--- config.mk ---
export PLATFORM = sky130hd
export DESIGN_NAME = memxfer_unit
export DESIGN_NICKNAME = d
export VERILOG_FILES = /design/src/rtl/memxfer_pkg.sv /design/src/rtl/mxu_addr_reg.sv /design/src/rtl/mxu_data_reg.sv /design/src/rtl/mxu_req_track.sv /design/src/rtl/memxfer_unit.sv
export SDC_FILE = /design/constraint.sdc
export NUM_CORES = 1
export LEC_CHECK = 0
export ABC_AREA = 1
export BUFFER_PORTS_ARGS = -buffer_cell sky130_fd_sc_hd__buf_2
export CAP_MARGIN = 40
export CORE_MARGIN = 2
export CORE_UTILIZATION = 43
export CTS_CLUSTER_SIZE = 24
export DETAILED_ROUTE_END_ITERATION = 10
export PLACE_DENSITY = 0.79
export SYNTH_ARGS = -nofsm -noshare
export SYNTH_HDL_FRONTEND = slang
export SYNTH_HIERARCHICAL = 1
export SYNTH_SLANG_ARGS = --single-unit
--- constraint.sdc ---
create_clock -name clk -period 0.85 [get_ports clk]
set_input_delay 0.17 -clock clk [delete_from_list [all_inputs] [get_ports clk]]
set_output_delay 0.17 -clock clk [all_outputs]
set_load 0.05 [all_outputs]
--- src/rtl/memxfer_pkg.sv ---
package memxfer_pkg;

  typedef enum logic [1:0] {
    MDR_HOLD     = 2'd0,
    MDR_FROM_INT = 2'd1,
    MDR_FROM_EXT = 2'd2
  } mdr_src_e;

  // External capture with completion outranks an internal load.
  function automatic mdr_src_e pick_mdr_src(input logic ld_int,
                                            input logic ld_ext,
                                            input logic done);
    if (ld_ext && done) return MDR_FROM_EXT;
    if (ld_int)         return MDR_FROM_INT;
    return MDR_HOLD;
  endfunction

endpackage

--- src/rtl/mxu_addr_reg.sv ---
module mxu_addr_reg #(
  parameter int ADDR_W = 12,
  parameter int BUS_W  = 16
) (
  input  logic              clk,
  input  logic              rst_n,
  input  logic              load_i,
  input  logic [BUS_W-1:0]  bus_i,
  output logic [ADDR_W-1:0] addr_o
);

  logic [ADDR_W-1:0] addr_q;

  always_ff @(posedge clk) begin
    if (!rst_n)      addr_q <= '0;
    else if (load_i) addr_q <= bus_i[ADDR_W-1:0];
  end

  assign addr_o = addr_q;

  assert_addr_hold_R2: assert property (@(posedge clk) disable iff (!rst_n)
    !load_i |=> $stable(addr_o));

  assert_addr_load_R2: assert property (@(posedge clk) disable iff (!rst_n)
    load_i |=> (addr_o == $past(bus_i[ADDR_W-1:0])));

endmodule

--- src/rtl/mxu_data_reg.sv ---
module mxu_data_reg
  import memxfer_pkg::*;
#(
  parameter int DATA_W = 16
) (
  input  logic              clk,
  input  logic              rst_n,
  input  logic              ld_int_i,
  input  logic              ld_ext_i,
  input  logic              done_i,
  input  logic [DATA_W-1:0] int_i,
  input  logic [DATA_W-1:0] ext_i,
  output logic [DATA_W-1:0] data_o
);

  logic [DATA_W-1:0] data_q;
  mdr_src_e          src;

  always_comb src = pick_mdr_src(ld_int_i, ld_ext_i, done_i);

  always_ff @(posedge clk) begin
    if (!rst_n) data_q <= '0;
    else begin
      unique case (src)
        MDR_FROM_EXT: data_q <= ext_i;
        MDR_FROM_INT: data_q <= int_i;
        default:      data_q <= data_q;
      endcase
    end
  end

  assign data_o = data_q;

  assert_ext_capture_R4: assert property (@(posedge clk) disable iff (!rst_n)
    (ld_ext_i && done_i) |=> (data_o == $past(ext_i)));

  assert_int_load_R3: assert property (@(posedge clk) disable iff (!rst_n)
    (ld_int_i && !(ld_ext_i && done_i)) |=> (data_o == $past(int_i)));

  assert_data_hold_R4: assert property (@(posedge clk) disable iff (!rst_n)
    (!ld_int_i && !(ld_ext_i && done_i)) |=> $stable(data_o));

endmodule

--- src/rtl/mxu_req_track.sv ---
module mxu_req_track (
  input  logic clk,
  input  logic rst_n,
  input  logic issue_i,
  input  logic done_i,
  output logic req_o
);

  logic pend_q;

  always_ff @(posedge clk) begin
    if (!rst_n) pend_q <= 1'b0;
    else        pend_q <= (issue_i || pend_q) && !done_i;
  end

  assign req_o = issue_i || pend_q;

  assert_req_holds_R7: assert property (@(posedge clk) disable iff (!rst_n)
    (req_o && !done_i) |=> req_o);

  assert_req_drops_R7: assert property (@(posedge clk) disable iff (!rst_n)
    done_i |=> (req_o == issue_i));

endmodule

--- src/rtl/memxfer_unit.sv ---
module memxfer_unit
  import memxfer_pkg::*;
#(
  parameter int ADDR_W = 12,
  parameter int DATA_W = 16
) (
  input  logic              clk,
  input  logic              rst_n,
  input  logic [DATA_W-1:0] ibus_in,
  input  logic              addr_load,
  input  logic              dat_load_int,
  input  logic              dat_load_ext,
  input  logic              dat_drive_int,
  input  logic              dat_drive_ext,
  input  logic              rd_issue,
  input  logic              wr_issue,
  input  logic              wait_done,
  input  logic              mem_done,
  input  logic [DATA_W-1:0] mem_rdata,
  output logic [DATA_W-1:0] ibus_out,
  output logic              ibus_oe,
  output logic [ADDR_W-1:0] mem_addr,
  output logic [DATA_W-1:0] mem_wdata,
  output logic              mem_wdata_oe,
  output logic              mem_rd,
  output logic              mem_wr,
  output logic              stall
);

  localparam int NUM_REQ = 2;  // index 0: read, index 1: write

  logic [DATA_W-1:0]  mdr;
  logic [NUM_REQ-1:0] issue_vec;
  logic [NUM_REQ-1:0] req_vec;

  mxu_addr_reg #(.ADDR_W(ADDR_W), .BUS_W(DATA_W)) u_addr (
    .clk    (clk),
    .rst_n  (rst_n),
    .load_i (addr_load),
    .bus_i  (ibus_in),
    .addr_o (mem_addr)
  );

  mxu_data_reg #(.DATA_W(DATA_W)) u_data (
    .clk      (clk),
    .rst_n    (rst_n),
    .ld_int_i (dat_load_int),
    .ld_ext_i (dat_load_ext),
    .done_i   (mem_done),
    .int_i    (ibus_in),
    .ext_i    (mem_rdata),
    .data_o   (mdr)
  );

  assign issue_vec = {wr_issue, rd_issue};

  for (genvar g = 0; g < NUM_REQ; g++) begin : g_req
    mxu_req_track u_trk (
      .clk     (clk),
      .rst_n   (rst_n),
      .issue_i (issue_vec[g]),
      .done_i  (mem_done),
      .req_o   (req_vec[g])
    );
  end

  assign mem_rd       = req_vec[0];
  assign mem_wr       = req_vec[1];
  assign ibus_out     = mdr;
  assign ibus_oe      = dat_drive_int;
  assign mem_wdata    = mdr;
  assign mem_wdata_oe = dat_drive_ext;
  assign stall        = wait_done && !mem_done;

  assert_stall_ends_R9: assert property (@(posedge clk) disable iff (!rst_n)
    (stall && mem_done) |-> 1'b0);

  assert_stall_releases_R9: assert property (@(posedge clk) disable iff (!rst_n)
    (wait_done && mem_done) |-> !stall);

endmodule

---- Yosys cells after proc, flatten, opt, wreduce, memory -nomap -nowiden ----
Index checks and enable logic that the tools add are counted.
storage, ports and cells
  register bits after elaboration ......... 30
  word-level logic and storage cells ...... 22
cells by class
  equality and inequality tests ........... 2
  multiplexer cells ....................... 8
  reduce and logical (&&, ||, !) cells .... 8
operators with widths
  kind                                                  number
  one-hot mux 16 bit (2 select lines)                   1
  two-way mux 2 bit                                     4
  logical AND 1 bit                                     4
  two-way mux 1 bit                                     3
  equality test 2 x 1 -> 1 bit (second input constant)  1
  equality test 2 bit (second input constant)           1
  logical OR 1 bit                                      2
  nonzero test 2 bit                                    1
  logical NOT 1 bit                                     1

---- Depth between registers and ports, before layout ----
  depth in word-level cells ............... 7
  mapped depth ............................ 5
  mapped depth without buffers ............ 4

---- Modules after synthesis ----
Netlist, hierarchy kept.
modules (own cells, without submodules)
  module         instances  cells an instance  area each (um^2)  sequential area each (um^2)
  mxu_data_reg   1          124                834.6             320.3
  mxu_addr_reg   1          75                 493.0             240.2
  memxfer_unit   1          20                 145.1             0.0
  mxu_req_track  2          6                  41.3              20.0

---- Least setup slack after synthesis ----
OpenSTA, ideal clock, no wires.
  kind .................................... register to output
  start ................................... register u_data.data_q[0], in the netlist u_data/data_o[0]
  end ..................................... output mem_wdata[0]
  data arrival time ....................... 913 ps
  path slack .............................. -233 ps
  stages on the path, launching flop included .. 2
  path buffers ............................ 1
  path through ............................ dfxtp_1 > buf_4
RTL lines
  what                      line                source
  start: declaration        mxu_data_reg.sv:16  logic [DATA_W-1:0] data_q;
  start signal: assignment  mxu_data_reg.sv:25  MDR_FROM_EXT: data_q <= ext_i;
  start signal: assignment  mxu_data_reg.sv:26  MDR_FROM_INT: data_q <= int_i;
  start signal: assignment  mxu_data_reg.sv:27  default: data_q <= data_q;
  end: declaration          memxfer_unit.sv:23  output logic [DATA_W-1:0] mem_wdata,
No word-level cell between the ends.

---- Final worst setup path ----
  start ................................... register g_req[1].u_trk.pend_q
  end ..................................... output mem_wr
on the way
  word-level cells in the longest chain between the ends .. 1
ends and longest elaborated chain
  what                      line                 source
  start: declaration        mxu_req_track.sv:9   logic pend_q;
  start signal: assignment  mxu_req_track.sv:13  else pend_q <= (issue_i || pend_q) && !done_i;
  logical OR 1 bit          mxu_req_track.sv:16  assign req_o = issue_i || pend_q;
  end: declaration          memxfer_unit.sv:26   output logic mem_wr,
No other way between the ends.

==> reports/summary.txt <==
Post-synthesis adder-cell area fraction: 0%
Synth area leader: dfxtp_1
Combinational Power Share: 38.1%
Fmax: 906 MHz
Post-Place Worst Slack: -29.8 ps
Starting density of the core: 45.5%
Total of max-cap violations: 0
Nets: 347
Antenna violations before repair: 0
Simple-gate share of the synthesized area: 28.1%
I/O Buffers: 87
Worst Hold Class: primary input to flip-flop
Compound-Gate Fraction of Synth Area: 10.8%
Final slew viol count: 0
Reg power frac: 38.0%
Sink Count: 30
Number of I/O pins: 92
Clock share of power: 24.0%
Fin worst setup slack: -254 ps
Critical Path RT: 680 ps
Yosys cell types: 16
Post-Route Setup TNS: -7880 ps
Synth Warn #: 6
Hpwl dp: 2640 µm
Data arrival time of the worst path: 930 ps
Top cell type's share of synthesized area: 38.6%
Final Skew: 0 ps
Sw Ratio: 36.5%
Cells after synthesis: 231
CP delay by family, top: flip-flops
Least-Margin Pin Slew: 247 ps
Crit path launch type: flip-flop
Outcome: finished with violations
Leak Pwr: 1.31 nW
Clock Pin Slew Worst Setup and Hold Paths: 90 ps
Global route overflow: 0
Avg Vias per Cell: 4.46
Vias in the first global route: 1463
# rows: 21
Total power: 0.00437 W
Critical path endpoint category: primary output
Final hold vios: 0
Yosys reg bits: 30
1st-pass router iterations: 4
Antenna diodes: 0
H-tree depth: 2
CTS tree: yes
Tcrit/Tclk final: 130%
Crit-path max FO: 2
Area grow syn2layout: 63.3%
CTS Buf Count: 5
Synth cell count leaders: 58 x nand2_1, 33 x inv_1, 30 x dfxtp_1
Clock Latency Late Sink: 330 ps
Failing checks: negative setup slack
Crit-path cells: nor2_2 > inv_1 > buf_6
Cell Area, Synth: 1560 µm²
Tmin final: 1100 ps
PD cells: 1720 nW/µm²
Async SR Flop Fraction: 0%
CP max stage delay: 330 ps
Gp weighted congestion: 0.757
Layout cell share with drive strength beyond 1: 46.2%
Post-synthesis sequential area ratio: 38.6%
Avg WL per Cell: 11.7 µm
Hold-fix buffers, CTS: 0
Psw: 0.00160 W
Most common cell in the netlist: nand2_1
Largest family of logic cells by synthesized area: simple AND/OR/NAND/NOR gates
Slowest CP cell: dfxtp_2
Finished Core Util: 74.4%
Worst VDD drop: 1190 µV
Core Region: 3420 µm²
Routed Antenna Nets: 0
Synth top area cells: dfxtp_1 39%, nand2_1 14%, buf_4 9.2%
Clk root buf: clkbuf_4
Rel. slew slack: 83.6%
Final setup fails: 46
Mean post-synth cell area: 6.73 µm²
DR DRC count: 0
Global-route wire length before repair: 6430 µm
Synth Area in XOR/XNOR: 0%
Initial DRC Count: 61
Synthesized Nets: 274
Ys flop type: dfxtp_1
Via count: 1565
Number of synthesized flops with an enable pin: 0
Die H: 64.1 µm
RSZ-0062 raised after global routing: true
Die area: 4110 µm²
Largest net degree at the start of global routing: 31
Overall Global Routing Usage: 19.9%
Routed Wire Length: 4120 µm
Die X: 64.1 µm
Clock Path Buffers: 2
CP bufs+invs: 2
Int Pwr: 0.00278 W
Post-synthesis mux area share: 0%
WS Path Type: flip-flop to primary output
worst min-delay path: stages:
cell     delay (ps)
buf_2           100
nand2_1          50
a21oi_1          50
layout by cell type, fill, tap and decap left out, drive strengths merged:
master / instances
buf: 96
nand2: 60
inv: 34
dfxtp: 30
nor2: 29
nand3: 16
o21ai: 16
a21oi: 16
clkbuf: 8
worst paths after layout:
kind | startpoint | end | slack (ps) | cells past startpoint
worst min register to register | u_addr/addr_o[3] | u_addr/addr_o[3] | 480 | 2
worst min-delay path | mem_rdata[7] | u_data/data_o[7] | 60 | 3
worst max-delay path | g_req[1].u_trk/pend_q | mem_wr | -250 | 3
worst max register to register | u_data/data_o[12] | u_data/data_o[12] | 100 | 4
repair_timing:
item | 4_1_cts | 5_1_grt
resized for setup | 128 | 19
hold endpoints to repair | 0 | 0
buffers inserted | 2 | 0
pin swaps | 2 | 0
setup endpoints to repair | 46 | 46
power by group through the flow:
stage | combinational [W] | clock [W] | sequential, W
after floorplan | 0.000710 | 0 | 0.00198
after global placement | 0.00131 | 0 | 0.00160
after detailed placement | 0.00132 | 0 | 0.00161
after CTS | 0.00161 | 0.00108 | 0.00165
after global routing | 0.00176 | 0.00117 | 0.00168
final | 0.00166 | 0.00105 | 0.00166
stage by stage:
step | hold WS [ps] | cells | area (µm²)
2_1_floorplan | 283 | 231 | 1620
3_3_place_gp | 341 | 341 | 1990
3_5_place_dp | 341 | 341 | 1990
4_1_cts | 47.2 | 351 | 2480
5_1_grt | 47.4 | 351 | 2540
6_report | 64.3 | 351 | 2540
kinds of logic after synthesis:
family | after synthesis
buffers and inverters | 64
flip-flops | 30
AND/OR/NAND/NOR | 105
AO/OA/AOI/OAI | 32
flip-flops by register name, summed over array words and instances (netlist names):
name / flops
u_addr/addr_o: 12
g_req.u_trk/pend_q: 2
u_data/data_o: 16
per-layer routing:
| layer | up-vias | part of all wire (%) | track usage [%] | wire (µm) |
|---|---|---|---|---|
| met2 | 42 | 52 | 34.2 | 2130 |
| met3 | 4 | 5.6 | 6.87 | 229 |
| met4 | 0 | 1.3 | 7.18 | 52 |
| met5 | - | 0 | 0 | 0 |
| li1 | 829 | - | - | - |
| met1 | 690 | 42 | 22.9 | 1720 |
cell type report:
class | count | area [µm²]
clock buffers | 8 | 78.8
fillers | 255 | 876
flip-flops and latches | 30 | 677
repair buffers | 96 | 995
inverters | 34 | 128
multi-input cells | 137 | 604
well taps | 46 | 57.6
(Power assumes the default switching activity.)
